`src/rtl/gpio_mmio_pkg.sv`:
```
package gpio_mmio_pkg;
  localparam int unsigned ADDR_W = 3;

  // register addresses; software decodes these, so they are fixed
  localparam logic [ADDR_W-1:0] RS_DATA = 3'd0;
  localparam logic [ADDR_W-1:0] RS_SET  = 3'd1;
  localparam logic [ADDR_W-1:0] RS_CLR  = 3'd2;
  localparam logic [ADDR_W-1:0] RS_DOUT = 3'd3;
  localparam logic [ADDR_W-1:0] RS_DIN  = 3'd4;
  localparam logic [ADDR_W-1:0] RS_LAST = RS_DIN;
endpackage

```
`src/rtl/gpio_in_sync.sv`:
```
module gpio_in_sync #(
  parameter int unsigned W = 32
) (
  input  logic         clk,
  input  logic         rst,
  input  logic [W-1:0] pin_i,
  output logic [W-1:0] sync_o
);
  logic [W-1:0] stage1;

  always_ff @(posedge clk) begin
    if (rst) begin
      stage1 <= '0;
      sync_o <= '0;
    end else begin
      stage1 <= pin_i;
      sync_o <= stage1;
    end
  end
endmodule

```
`src/rtl/gpio_byte_order.sv`:
```
module gpio_byte_order #(
  parameter int unsigned W    = 32,
  parameter bit          SWAP = 1'b0
) (
  input  logic [W-1:0] d,
  output logic [W-1:0] q
);
  localparam int unsigned NB = W / 8;

  generate
    if (SWAP && (W % 8 == 0)) begin : g_swap
      for (genvar b = 0; b < NB; b++) begin : g_byte
        assign q[8*b +: 8] = d[8*(NB-1-b) +: 8];
      end
    end else begin : g_pass
      assign q = d;
    end
  endgenerate
endmodule

```
`src/rtl/gpio_reg_core.sv`:
```
module gpio_reg_core
  import gpio_mmio_pkg::*;
#(
  parameter int unsigned W         = 32,
  parameter int unsigned LINES     = 32,
  parameter bit          HAS_SET   = 1'b1,
  parameter bit          HAS_CLR   = 1'b1,
  parameter bit          HAS_DOUT  = 1'b1,
  parameter bit          HAS_DIN   = 1'b1,
  parameter bit          NO_OUTPUT = 1'b0
) (
  input  logic              clk,
  input  logic              rst,
  input  logic              wr_en,
  input  logic [ADDR_W-1:0] addr,
  input  logic [W-1:0]      wdata,
  output logic [W-1:0]      line_mask,
  output logic [W-1:0]      out_val,
  output logic [W-1:0]      dir_val,
  output logic [W-1:0]      oe_val
);
  localparam int unsigned USE_LINES = (LINES > W) ? W : LINES;

  // usable-line mask, one bit per line
  for (genvar i = 0; i < W; i++) begin : g_mask
    assign line_mask[i] = (i < USE_LINES);
  end

  logic hit_data, hit_set, hit_clr, hit_dout, hit_din;
  assign hit_data = wr_en && (addr == RS_DATA);
  assign hit_set  = wr_en && (addr == RS_SET);
  assign hit_clr  = wr_en && (addr == RS_CLR);
  assign hit_dout = wr_en && (addr == RS_DOUT);
  assign hit_din  = wr_en && (addr == RS_DIN);

  logic [W-1:0] out_nxt;

  always_comb begin
    out_nxt = out_val;
    if (!HAS_SET && hit_data) out_nxt = wdata;
    if (HAS_SET && hit_set)   out_nxt = HAS_CLR ? (out_val | wdata) : wdata;
    if (HAS_CLR && hit_clr)   out_nxt = out_val & ~wdata;
    out_nxt = out_nxt & line_mask;
  end

  always_ff @(posedge clk) begin
    if (rst) out_val <= '0;
    else     out_val <= out_nxt;
  end

  generate
    if (HAS_DOUT || HAS_DIN) begin : g_dir
      logic [W-1:0] dir_q, dir_nxt;
      always_comb begin
        dir_nxt = dir_q;
        if (HAS_DOUT && hit_dout) dir_nxt = wdata;
        if (HAS_DIN && hit_din)   dir_nxt = ~wdata;
        dir_nxt = dir_nxt & line_mask;
      end
      always_ff @(posedge clk) begin
        if (rst) dir_q <= '0;
        else     dir_q <= dir_nxt;
      end
      assign dir_val = dir_q;
    end else begin : g_fixed_dir
      assign dir_val = line_mask;
    end

    if (NO_OUTPUT) begin : g_no_drive
      assign oe_val = '0;
    end else begin : g_drive
      assign oe_val = dir_val;
    end
  endgenerate
endmodule

```
`src/rtl/gpio_read_path.sv`:
```
module gpio_read_path
  import gpio_mmio_pkg::*;
#(
  parameter int unsigned W        = 32,
  parameter bit          HAS_SET  = 1'b1,
  parameter bit          HAS_CLR  = 1'b1,
  parameter bit          HAS_DOUT = 1'b1,
  parameter bit          HAS_DIN  = 1'b1
) (
  input  logic              clk,
  input  logic              rst,
  input  logic              rd_en,
  input  logic [ADDR_W-1:0] addr,
  input  logic [W-1:0]      line_mask,
  input  logic [W-1:0]      out_val,
  input  logic [W-1:0]      dir_val,
  input  logic [W-1:0]      oe_val,
  input  logic [W-1:0]      pin_sync,
  output logic [W-1:0]      rdata_q
);
  logic [W-1:0] rd_nxt;

  always_comb begin
    rd_nxt = '0;
    case (addr)
      RS_DATA: rd_nxt = ((oe_val & out_val) | (~oe_val & pin_sync)) & line_mask;
      RS_SET:  if (HAS_SET)  rd_nxt = out_val;
      RS_CLR:  if (HAS_CLR)  rd_nxt = ~out_val & line_mask;
      RS_DOUT: if (HAS_DOUT) rd_nxt = dir_val;
      RS_DIN:  if (HAS_DIN)  rd_nxt = ~dir_val & line_mask;
      default: rd_nxt = '0;
    endcase
  end

  always_ff @(posedge clk) begin
    if (rst)        rdata_q <= '0;
    else if (rd_en) rdata_q <= rd_nxt;
    else            rdata_q <= '0;
  end
endmodule

```
`src/rtl/mmio_gpio_ctrl.sv`:
```
module mmio_gpio_ctrl
  import gpio_mmio_pkg::*;
#(
  parameter int unsigned REG_W      = 32,
  parameter int unsigned LINES      = 32,
  parameter bit          HAS_SET    = 1'b1,
  parameter bit          HAS_CLR    = 1'b1,
  parameter bit          HAS_DOUT   = 1'b1,
  parameter bit          HAS_DIN    = 1'b1,
  parameter bit          NO_OUTPUT  = 1'b0,
  parameter bit          BIG_ENDIAN = 1'b0
) (
  input  logic              clk,
  input  logic              rst,
  input  logic [ADDR_W-1:0] bus_addr,
  input  logic              bus_wr,
  input  logic [REG_W-1:0]  bus_wdata,
  input  logic              bus_rd,
  output logic [REG_W-1:0]  bus_rdata,
  input  logic [REG_W-1:0]  pin_in,
  output logic [REG_W-1:0]  pin_out,
  output logic [REG_W-1:0]  pin_oe
);
  logic [REG_W-1:0] wr_native, rd_native, pin_sync;
  logic [REG_W-1:0] line_mask, out_val, dir_val, oe_val;

  gpio_byte_order #(.W(REG_W), .SWAP(BIG_ENDIAN)) u_wr_order (
    .d(bus_wdata), .q(wr_native)
  );

  gpio_in_sync #(.W(REG_W)) u_in_sync (
    .clk(clk), .rst(rst), .pin_i(pin_in), .sync_o(pin_sync)
  );

  gpio_reg_core #(
    .W(REG_W), .LINES(LINES), .HAS_SET(HAS_SET), .HAS_CLR(HAS_CLR),
    .HAS_DOUT(HAS_DOUT), .HAS_DIN(HAS_DIN), .NO_OUTPUT(NO_OUTPUT)
  ) u_core (
    .clk(clk), .rst(rst), .wr_en(bus_wr), .addr(bus_addr), .wdata(wr_native),
    .line_mask(line_mask), .out_val(out_val), .dir_val(dir_val), .oe_val(oe_val)
  );

  gpio_read_path #(
    .W(REG_W), .HAS_SET(HAS_SET), .HAS_CLR(HAS_CLR),
    .HAS_DOUT(HAS_DOUT), .HAS_DIN(HAS_DIN)
  ) u_read (
    .clk(clk), .rst(rst), .rd_en(bus_rd), .addr(bus_addr),
    .line_mask(line_mask), .out_val(out_val), .dir_val(dir_val),
    .oe_val(oe_val), .pin_sync(pin_sync), .rdata_q(rd_native)
  );

  gpio_byte_order #(.W(REG_W), .SWAP(BIG_ENDIAN)) u_rd_order (
    .d(rd_native), .q(bus_rdata)
  );

  assign pin_out = out_val;
  assign pin_oe  = oe_val;
endmodule

```
`config.mk`:
```
export PLATFORM = sky130hd
export DESIGN_NAME = mmio_gpio_ctrl
export DESIGN_NICKNAME = d
export VERILOG_FILES = /design/src/rtl/gpio_mmio_pkg.sv /design/src/rtl/gpio_in_sync.sv /design/src/rtl/gpio_byte_order.sv /design/src/rtl/gpio_reg_core.sv /design/src/rtl/gpio_read_path.sv /design/src/rtl/mmio_gpio_ctrl.sv
export SDC_FILE = /design/constraint.sdc
export NUM_CORES = 1
export LEC_CHECK = 0
export CORE_MARGIN = 1
export CORE_UTILIZATION = 45
export DETAILED_ROUTE_END_ITERATION = 10
export PLACE_DENSITY = 0.67
export SYNTH_ARGS = -nofsm -noshare
export SYNTH_HDL_FRONTEND = slang
export SYNTH_HIERARCHICAL = 1
export SYNTH_SLANG_ARGS = --single-unit
```
`constraint.sdc`:
```
create_clock -name clk -period 3.33 [get_ports clk]
set_clock_uncertainty 0.15 [all_clocks]
set_input_delay 0.666 -clock clk [delete_from_list [all_inputs] [get_ports clk]]
set_output_delay 0.666 -clock clk [all_outputs]
set_load 0.05 [all_outputs]
```
==> summary.txt <==
CTS
  – Postcts setup bufs: 0
  – Clock buffer count from CTS: 17
  – CTS Root Cell: clkbuf_16
  – CTS tree: built
  – Hold_buf cts: 0
  – Clock Pin Slew Worst Setup and Hold Paths: 60 ps
  – Clk sinks: between 150 and 200
  – CTS-repair resized insts: 0
  – CTS max path bufs: 2
  – Clk_lat worst skew: 420 ps
  – H-tree levels: 4

STA
  – Endpoints failing hold: 0
  – Final setup viols: 0
  – FMAX: 391 MHz
  – Setup Total Neg Slack: 0 ps
  – Worst-margin pin slew: 632 ps
  – Final Slew Violations: 0
  – RSZ-0062 raised after global routing: no
  – Slew headroom: 0.579
  – Final setup margin: roughly 770 ps
  – Fin crit period: 2560 ps
  – Part of the cycle the worst path needs: 0.768

Critical path
  – Cell Chain, Critical Path: clkdlybuf4s50_1
  – CP max FO: 6
  – CP max stage cell: clkdlybuf4s50_1
  – Arrival @ worst endpoint: 1740 ps
  – CP required: 2510 ps
  – Kind of critical path: reg -> out
  – Critical Path Max Stage Delay: 860 ps
  – Startpoint types: flip-flop
  – CP endpoint kind: output port
  – CP bufs+invs: 1
  – CP delay by family, top: buffers and inverters

Floorplan
  – Die Wd: 146 µm
  – Die Ht: roughly 150 µm
  – Die area: 21300 µm²
  – CORE AREA: 20300 µm²
  – Top Ports: between 150 and 200
  – Initial Utilization: 0.459
  – Row cnt: 52

Synthesis
  – FF+latch count, synth: 160
  – Post-Syn Instances: 948
  – Post-synth EDFFs: 0
  – Yosys top cell area share: 0.344
  – Mapped Avg Cell Area: 9.83 µm²
  – FFs w/ async S/R, synth: 0
  – Synth top area cells: dfxtp_1 34%, buf_4 11%, nor2b_2 5.6%, mux2_2 5.2%, nor3b_1 5.2%
  – Ys flop type: dfxtp_1
  – Synth area leader: dfxtp_1
  – YS warnings: 6
  – Sequential area share after synthesis: 0.344
  – Mapped Area: 9320 µm²
  – Post-synth cell types: 36

Cells and area
  – Area Growth Syn to Fin: 15.6%
  – # nets final: 1058
  – Layout cells sized above 1: 0.245
  – Final Instance Area: 10800 µm²
  – FF/Latch Area: 3200 µm²
  – Fillcell total: 1838
  – Commonest cells after routing, fill and taps aside: 163 x clkdlybuf4s50_1, 160 x dfxtp_1, 64 x nor3b_1
  – Area of the multi-input gates: slightly below 5000 µm²
  – Most common cell after layout, fill and taps aside: clkdlybuf4s50_1
  – Cell Count, Final, Fillers Out: 1270
  – Ant diodes: 0

Drt
  – Antenna Violating Nets Remaining: 0
  – # DRC: 0
  – WL/cell: 16.4 µm
  – Via density: 5.29
  – Initial DRC Count: 397
  – Total Wirelength: 20.8 mm
  – Pre-Repair DR Iteration Count: 4
  – Routed via count: 6718

GRT
  – Largest net degree at the start of global routing: 65
  – Gr usage total: 0.197
  – Vias in the first global route: between 6000 and 7000
  – Global route overflow: 0
  – Antenna violations before repair: 0
  – First-pass GRT wire length: 33.1 mm

Place
  – Placer congestion estimate: 0.727
  – Post-placement cell area: 10200 µm²
  – Pre-CTS WS: 405 ps
  – Post-Place Cells: between 1000 and 1500
  – Post-DP HPWL: 13.7 mm
  – Port Buffer Count: ~170

Worst hold path
  – Hold Path Class: reg -> reg

Run status
  – Outcome: finished, final reports clean

Run
  – Max Cap Viol: 0

Power and ir drop
  – Lkg Pwr: 3.64 nW
  – Worst vdd rail ir drop: just over 0.3 mV
  – PwrDens: between 400 and 500 nW/µm²
[worst paths after layout]
path	from	endpoint	slack, ps	cells after the start
setup / recovery	u_core/dir_val[23]	pin_oe[23]	770	1
hold / removal	u_in_sync/stage1[21]	u_in_sync/sync_o[21]	280	1
setup reg to reg	u_core/dir_val[9]	u_core/dir_val[9]	2090	3
hold reg to reg	u_in_sync/stage1[21]	u_in_sync/sync_o[21]	280	1
[per-layer routing]
layer,vias to the layer above,global-route usage,share of wire
li1,3349,-,-
met1,3179,0.267,0.48
met2,171,0.306,0.45
met3,19,0.0492,0.054
met4,0,0.0653,0.014
met5,-,0,0
[cell families after synthesis]
logic type	count (synthesis)	synth area share
compound gates	181	0.190
xor+xnor	2	0.00188
buf+inv	200	0.156
flops	160	0.344
mux	75	0.0863
other cells	1	0.000402
simple gates	329	0.223
[layout make-up]
type,instances,share of cell area
Clock inverter,11,0.00859
Tap cell,270,0.0314
Sequential cell,160,0.297
Clock buffer,21,0.0409
Multi-Input combinational cell,619,0.450
Timing Repair Buffer,189,0.172
[per-stage QoR]
step / total power, mW / hold WS [ps] / util
3_3_place_gp: 2.91 / 268 / 0.505
6_report: 4.67 / 285 / 0.531
3_5_place_dp: 2.92 / 270 / 0.505
5_1_grt: 4.87 / 299 / 0.531
4_1_cts: 4.72 / 288 / 0.531
2_1_floorplan: 2.77 / 264 / -
[report_power, final]
group          switching [mW]  internal [mW]
Combinational           0.458          0.351
Sequential             0.0729           2.00
Clock                   0.773           1.02
Total                    1.30           3.37
[cell usage after synthesis (15+ instances only)]
library cell    n
nor2_1         53
o311ai_2       28
o21a_1         32
o2111ai_1      32
or2_2          21
buf_6          15
nand3_1        22
mux2i_1        32
a211oi_1       32
buf_4         139
buf_2          26
nand2_1        54
nor2b_2        60
nor3b_1        64
dfxtp_1       160
o22ai_1        21
mux2_2         43
clkbuf_1       15
a2111oi_2      21
nand2b_1       21
Note: power is estimated with default switching activity, not from simulation.
